===== src/rtl/gpio_edge_pkg.sv =====
package gpio_edge_pkg;
  localparam int BANK_W = 32;

  // Fixed set of input pins that can wake a halted core, per bank.
  function automatic logic [BANK_W-1:0] wake_mask_of(input int bank);
    case (bank)
      0:       return 32'h8003_FE1B;
      1:       return 32'h0020_01FC;
      2:       return 32'hEC08_0000;
      3:       return 32'h0012_007F;
      default: return '0;
    endcase
  endfunction
endpackage


===== src/rtl/gpio_edge_bank.sv =====
module gpio_edge_bank #(
  parameter int                    W         = 32,
  parameter logic [W-1:0]          WAKE_MASK = '0
) (
  input  logic         clk,
  input  logic         rst,
  input  logic [W-1:0] lvl,
  input  logic [W-1:0] dir,
  input  logic [W-1:0] rise_en,
  input  logic [W-1:0] fall_en,
  input  logic [W-1:0] clr_mask,
  output logic [W-1:0] flags,
  output logic         wake_hit
);
  logic [W-1:0] prev_q;
  logic [W-1:0] rise_ev, fall_ev, edge_ev;

  // Previous sample is loaded during reset too, so a pin held high
  // through reset is not seen as a new rising edge on release.
  always_ff @(posedge clk) prev_q <= lvl;

  always_comb begin
    rise_ev  = lvl & ~prev_q & rise_en & ~dir;
    fall_ev  = ~lvl & prev_q & fall_en & ~dir;
    edge_ev  = rise_ev | fall_ev;
    wake_hit = |((lvl ^ prev_q) & ~dir & WAKE_MASK);
  end

  // New edges take priority over a simultaneous clear.
  always_ff @(posedge clk) begin
    if (rst) flags <= '0;
    else     flags <= (flags & ~clr_mask) | edge_ev;
  end
endmodule


===== src/rtl/gpio_irq_merge.sv =====
module gpio_irq_merge #(
  parameter int NUM_PINS = 128,
  parameter int NBANKS   = 4
) (
  input  logic                clk,
  input  logic                rst,
  input  logic [NUM_PINS-1:0] flags,
  input  logic [NBANKS-1:0]   wake_hit,
  input  logic                halted,
  output logic                irq_pin0,
  output logic                irq_pin1,
  output logic                irq_shared,
  output logic                wake_req
);
  always_ff @(posedge clk) begin
    if (rst) begin
      irq_pin0   <= 1'b0;
      irq_pin1   <= 1'b0;
      irq_shared <= 1'b0;
      wake_req   <= 1'b0;
    end else begin
      irq_pin0   <= flags[0];
      irq_pin1   <= flags[1];
      irq_shared <= |flags[NUM_PINS-1:2];
      wake_req   <= halted & (|wake_hit);
    end
  end
endmodule


===== src/rtl/gpio_edge_irq.sv =====
module gpio_edge_irq #(
  parameter int NBANKS     = 4,
  localparam int BANK_W    = gpio_edge_pkg::BANK_W,
  localparam int NUM_PINS  = NBANKS * BANK_W,
  localparam int BANK_SEL_W = (NBANKS > 1) ? $clog2(NBANKS) : 1
) (
  input  logic                  clk,
  input  logic                  rst,
  input  logic [NUM_PINS-1:0]   pin_level,
  input  logic [NUM_PINS-1:0]   pin_dir,
  input  logic [NUM_PINS-1:0]   rise_en,
  input  logic [NUM_PINS-1:0]   fall_en,
  input  logic                  halted,
  input  logic                  clr_we,
  input  logic [BANK_SEL_W-1:0] clr_bank,
  input  logic [BANK_W-1:0]     clr_data,
  output logic [NUM_PINS-1:0]   status,
  output logic                  irq_pin0,
  output logic                  irq_pin1,
  output logic                  irq_shared,
  output logic                  wake_req
);
  logic [NBANKS-1:0] wake_hit;

  for (genvar b = 0; b < NBANKS; b++) begin : g_bank
    logic [BANK_W-1:0] clr_mask;
    assign clr_mask = (clr_we && (clr_bank == BANK_SEL_W'(b))) ? clr_data : '0;

    gpio_edge_bank #(
      .W        (BANK_W),
      .WAKE_MASK(gpio_edge_pkg::wake_mask_of(b))
    ) i_bank (
      .clk     (clk),
      .rst     (rst),
      .lvl     (pin_level[b*BANK_W +: BANK_W]),
      .dir     (pin_dir[b*BANK_W +: BANK_W]),
      .rise_en (rise_en[b*BANK_W +: BANK_W]),
      .fall_en (fall_en[b*BANK_W +: BANK_W]),
      .clr_mask(clr_mask),
      .flags   (status[b*BANK_W +: BANK_W]),
      .wake_hit(wake_hit[b])
    );
  end

  gpio_irq_merge #(
    .NUM_PINS(NUM_PINS),
    .NBANKS  (NBANKS)
  ) i_merge (
    .clk       (clk),
    .rst       (rst),
    .flags     (status),
    .wake_hit  (wake_hit),
    .halted    (halted),
    .irq_pin0  (irq_pin0),
    .irq_pin1  (irq_pin1),
    .irq_shared(irq_shared),
    .wake_req  (wake_req)
  );
endmodule


===== config.mk =====
export PLATFORM = sky130hd
export DESIGN_NAME = gpio_edge_irq
export DESIGN_NICKNAME = d
export VERILOG_FILES = /design/src/rtl/gpio_edge_pkg.sv /design/src/rtl/gpio_edge_bank.sv /design/src/rtl/gpio_irq_merge.sv /design/src/rtl/gpio_edge_irq.sv
export SDC_FILE = /design/constraint.sdc
export NUM_CORES = 1
export LEC_CHECK = 0
export BUFFER_PORTS_ARGS = -buffer_cell sky130_fd_sc_hd__buf_4
export CORE_AREA = 8 8 257 259
export CTS_BUF_LIST = sky130_fd_sc_hd__clkbuf_8
export DETAILED_ROUTE_END_ITERATION = 6
export DIE_AREA = 0 0 265 267
export GPL_ROUTABILITY_DRIVEN = 0
export GPL_TIMING_DRIVEN = 0
export PLACE_DENSITY = 0.54
export SYNTH_ARGS = -nofsm -noshare
export SYNTH_HDL_FRONTEND = slang
export SYNTH_HIERARCHICAL = 1
export SYNTH_SLANG_ARGS = --single-unit

===== constraint.sdc =====
create_clock -name clk -period 3.05 [get_ports clk]
set_input_delay 0.1525 -clock clk [delete_from_list [all_inputs] [get_ports clk]]
set_output_delay 0.1525 -clock clk [all_outputs]
set_load 0.02 [all_outputs]

Yosys cells after proc, flatten, opt, wreduce, memory -nomap -nowiden
Index checks and enable logic that the tools add are counted.
- register bits after elaboration: 260
- output and inout port bits: 132
- logic and storage cells: 87
- input port bits: 550
- equality and inequality tests: 3
- bitwise operators: 61
- mux-type cells: 4
- reductions and logical operators: 7
- operators by type and width (kind ; number):
    bitwise AND 32 bit ; 30
    NOT 32 bit ; 16
    OR 32 bit ; 8
    two-way mux 32 bit ; 4
    OR reduction 126 bit ; 1
    bitwise XOR 32 bit ; 2
    OR reduction 37 bit ; 1
    bitwise AND 22 bit ; 1
    bitwise XOR 22 bit ; 1
    bitwise AND 21 bit ; 1
    bitwise XOR 21 bit ; 1
    == test 2 bit, second input constant ; 2
    logical AND 1 bit ; 4
    == test 2 x 1 -> 1 bit, second input constant ; 1
    logical NOT 2 bit ; 1
    bitwise AND 1 bit ; 1

Logic depth before layout (Yosys ltp)
- depth after elaboration: 6
- gate-level depth with buffers: 7
- gate-level depth less buffers: 7

Hierarchy
Netlist, hierarchy kept.
- modules (own cells, without submodules) (module ; times used ; area each (µm²) ; cells each ; sequential area each (µm²)):
    gpio_edge_bank (g_bank[0].i_bank) ; 1 ; 2826.5 ; 280 ; 1281.2
    gpio_edge_bank (g_bank[2].i_bank) ; 1 ; 2640.0 ; 249 ; 1281.2
    gpio_edge_bank (g_bank[3].i_bank) ; 1 ; 2617.5 ; 260 ; 1281.2
    gpio_edge_bank (g_bank[1].i_bank) ; 1 ; 2586.2 ; 256 ; 1281.2
    gpio_edge_irq ; 1 ; 1556.5 ; 170 ; 0.0
    gpio_irq_merge ; 1 ; 377.9 ; 51 ; 80.1

Worst setup path after synthesis
No wires, ideal clock.
- path type: register to register
- start: register g_bank[1].i_bank.prev_q[21]
- end: register i_merge.wake_req
- cell stages (with the launch flop): 6
- required time: 2.926 ns
- buffers on the path: 0
- library setup time: 0.124 ns
- clock period less this slack: 1.563 ns
- setup slack: 1.487 ns
- arrival time: 1.438 ns
- cell sequence: dfxtp_1 > ha_1 > o22ai_1 > or4_1 > nor4_1 > nor3b_1
- word-level cells in the longest chain between the ends: 4
- RTL lines (item ; RTL line ; text):
    from (decl) ; gpio_edge_bank.sv:15 ; logic [W-1:0] prev_q;
    from (signal assigned) ; gpio_edge_bank.sv:20 ; always_ff @(posedge clk) prev_q <= lvl;
    bitwise XOR 22 bit ; gpio_edge_bank.sv:26 ; wake_hit = |((lvl ^ prev_q) & ~dir & WAKE_MASK);
    bitwise AND 22 bit ; gpio_edge_bank.sv:26 ;
    OR reduction 37 bit ; gpio_irq_merge.sv:25 ; wake_req <= halted & (|wake_hit);
    bitwise AND 1 bit ; gpio_irq_merge.sv:25 ;
    to (signal assigned) ; gpio_irq_merge.sv:25 ;
    to (decl) ; gpio_irq_merge.sv:13 ; output logic wake_req
Every way passes these cells.
A chain may end at the register's enable or synchronous reset.

Final worst setup path
- start: register g_bank[3].i_bank.prev_q[6]
- end: register i_merge.wake_req
- word-level cells in the longest chain between the ends: 4
- RTL lines (item ; RTL line):
    from (decl) ; gpio_edge_bank.sv:15
    from (signal assigned) ; gpio_edge_bank.sv:20
    bitwise XOR 21 bit ; gpio_edge_bank.sv:26
    bitwise AND 21 bit ; gpio_edge_bank.sv:26
    OR reduction 37 bit ; gpio_irq_merge.sv:25
    bitwise AND 1 bit ; gpio_irq_merge.sv:25
Every way passes these cells.

==> run summary <==
status - complete, no violations
sequential area share after synthesis - 0.413
RSZ-0062 raised after global routing - no
Post-synth EDFFs - 0
Worst-Skew Late Latency - 610 ps
worst path cell trace - ha_1, o22ai_1, nor4_1, o221ai_1, nor4_1, nor3b_1
Finished Layout Cells - 3272
reg2reg end - i_merge/wake_req$_SDFF_PP0_
Final ANT Viol Nets - 0
Setup TNS Final - 0 ps
clk sinks - 260
Int Pwr - 0.00707 W
first-pass GRT wire length - 109000 µm
Avg WL per Cell - 23.5 µm
Post-synth ARST share - 0
WL final - 77000 µm
CTS tree - built
peak supply drop - 283 µV
relative slew slack - 0.321
hold buffer count at cts - 425
fin crit period - 2680 ps
P&R area growth vs syn - 91.2%
CTS root buf - clkbuf_8
CP endpoint kind - register
Die H - 267 µm
Rows - 92
fmax - 0.373 GHz
vias in the first global route - 16400
GRT Util Overall - 0.208
input/output buffers - 678
final instance area - 24100 µm²
DRC viols - 0
Yosys top cell area share - 0.413
Syn Inst Count - 1266
post-CTS sizing - 0
ranking of synthesized cells by area - dfxtp_1 (41%), nand3b_1 (11%), ha_1 (7.3%)
Comb power frac - 0.230
Seq pwr share - 0.378
Post-synth top flop - dfxtp_1
CP Max Fanout - 2
TritonCTS Buffers - 55
HPWL after detailed placement - 61300 µm
Nets - 3050
largest net degree at the start of global routing - 25
Overflow after GRT - 0
TritonRoute pass-1 iters - 5
crit path kind - reg -> reg
power density over the cells - 412 nW/µm²
Max-Cap Viols - 0
CP Launch Point - g_bank[3].i_bank/prev_q[6]$_DFF_P_
clk buf depth - 3
#FFs+latches synth - 260
core area - 62200 µm²
Yosys cell types - 30
FF-to-FF Start - g_bank[3].i_bank/prev_q[6]$_DFF_P_
Starting Density - 0.203
Switching Power - 0.00286 W
Final setup viols - 0
Die X - 265 µm
Buf+Inv Stages, Crit Path - 0
syn_nets - 1890
crit-path most repeated cell - nor4_1
LEAKAGE - 10.8 nW
Placed Area - 18700 µm²
CP top delay family - simple AND/OR/NAND/NOR gates
layout cells sized above 1 - 0.355
Slew @ Worst Pin - 1010 ps
CTS H-tree depth - 2
endpoints failing hold - 0
fin. max-slew vios - 0
via count - 14700
data required time of the worst path - 3530 ps
Hold EP - g_bank[1].i_bank/flags[13]$_SDFF_PP0_
Period Utilization, post-route - 0.880
depth of the worst hold-timing path - 4
worst reg2reg path depth - 6
die area - 70800 µm²
Critical Path AT - 3160 ps
CTS clk-pin slew, worst paths - 60 ps
Boundary Pins - 682
synth warn - 6
hold_sp - clr_data[13]
Sw Ratio - 0.288
Post-CTS Setup Bufs - 0
CP peak stage delay - 550 ps
dominant cell type by area after synthesis - dfxtp_1
Via density - 4.50
Clock Skew - 21.4 ps
HP Class - in -> reg
initial antenna violation count - 17
DRT iter0 DRCs - 600
startpoint types - register
flop2flop setup slack - 370 ps
Clock power frac - 0.392
post-placement cell count - 2743
Post-Syn Area - 12600 µm²
Mean Syn Cell Area - 9.96 µm²
slowest cell on the critical path - nor4_1
==> flip-flops by register name, summed over array words and instances (netlist names) <==
signal and flops:
g_bank.i_bank/flags 128, g_bank.i_bank/prev_q 128, i_merge/irq_pin0 1, i_merge/irq_pin1 1, i_merge/irq_shared 1, i_merge/wake_req 1
==> cell usage after synthesis, drive strengths merged (2+ instances only) <==
cell type	count
o221ai	2
dfxtp	260
and4b	64
a22oi	37
o22ai	53
a21o	91
and4	32
ha	74
clkbuf	7
nor4	35
inv	111
and4bb	27
nor2b	39
nor4bb	5
buf	47
nor2	5
nand2b	91
a21oi	92
nand4	8
nand3b	182
==> worst reg2reg max path: stages (launching register included) <==
cell	delay [ps]
dfxtp_1	310
ha_1	340
o22ai_1	240
nor4_1	550
o221ai_1	520
nor4_1	510
nor3b_1	90
==> routing by layer <==
layer | share of wire | GRT usage | vias up
li1 | - | - | 6989
met1 | 0.40 | 0.241 | 7009
met2 | 0.49 | 0.368 | 589
met3 | 0.071 | 0.0545 | 133
met4 | 0.032 | 0.0705 | 2
met5 | 0.00016 | 0 | -
==> cell usage in the layout (no fill, tap or decap), drive strengths merged, types with 53 or more instances in the layout <==
cell type | Yosys | layout
ha | 74 | 74
nand2b | 91 | 91
o22ai | 53 | 53
a21oi | 92 | 92
dlygate4sd3 | 0 | 425
nand3b | 182 | 182
inv | 111 | 131
buf | 47 | 725
dfxtp | 260 | 260
clkbuf | 7 | 79
a21o | 91 | 91
and4b | 64 | 64
==> area by class of cell <==
| cell class | instances | area [µm²] |
|---|---|---|
| antenna | 5 | 12.5 |
| buffer | 54 | 314 |
| clock buffer | 72 | 991 |
| clock inverter | 27 | 143 |
| fill | 6091 | 38100 |
| inverter | 111 | 417 |
| multi-input combinational | 841 | 6670 |
| sequential | 260 | 5200 |
| tap | 799 | 1000 |
| timing repair buffer | 1103 | 9340 |
==> stage by stage <==
step	hold slack (ps)	power, W	setup WS [ps]	utilization
2_1_floorplan	180	0.00444	1490	-
6_report	76.4	0.00992	366	0.388
3_3_place_gp	271	0.00561	437	0.301
4_1_cts	2.85	0.0101	341	0.387
5_1_grt	31.1	0.0104	282	0.388
3_5_place_dp	273	0.00565	349	0.301
==> power groups by stage <==
stage / clock (W) / sequential [W] / combinational [W]
after floorplan: 0 / 0.00388 / 0.000558
after global placement: 0 / 0.00381 / 0.00180
after detailed placement: 0 / 0.00382 / 0.00183
after CTS: 0.00404 / 0.00375 / 0.00229
after global routing: 0.00418 / 0.00377 / 0.00245
final: 0.00389 / 0.00375 / 0.00228
==> worst max path at each step <==
stage | to | cells past startpoint
3_5_place_dp | i_merge/wake_req$_SDFF_PP0_ | 6
5_1_grt | i_merge/wake_req$_SDFF_PP0_ | 6
4_1_cts | i_merge/wake_req$_SDFF_PP0_ | 6
2_1_floorplan | i_merge/wake_req$_SDFF_PP0_ | 5
3_3_place_gp | i_merge/wake_req$_SDFF_PP0_ | 6
6_report | i_merge/wake_req$_SDFF_PP0_ | 6
==> cell families (layout without fill, tap and decap cells) <==
logic type | after synthesis | after routing | share of synthesized area
other | 0 | 5 | 0
adders and majority gates | 74 | 74 | 0.0735
buffers and inverters | 165 | 1367 | 0.0580
DFF | 260 | 260 | 0.413
and+or+nand+nor | 492 | 492 | 0.302
AOI/OAI and AO/OA | 275 | 275 | 0.154
(Power assumes the default switching activity.)
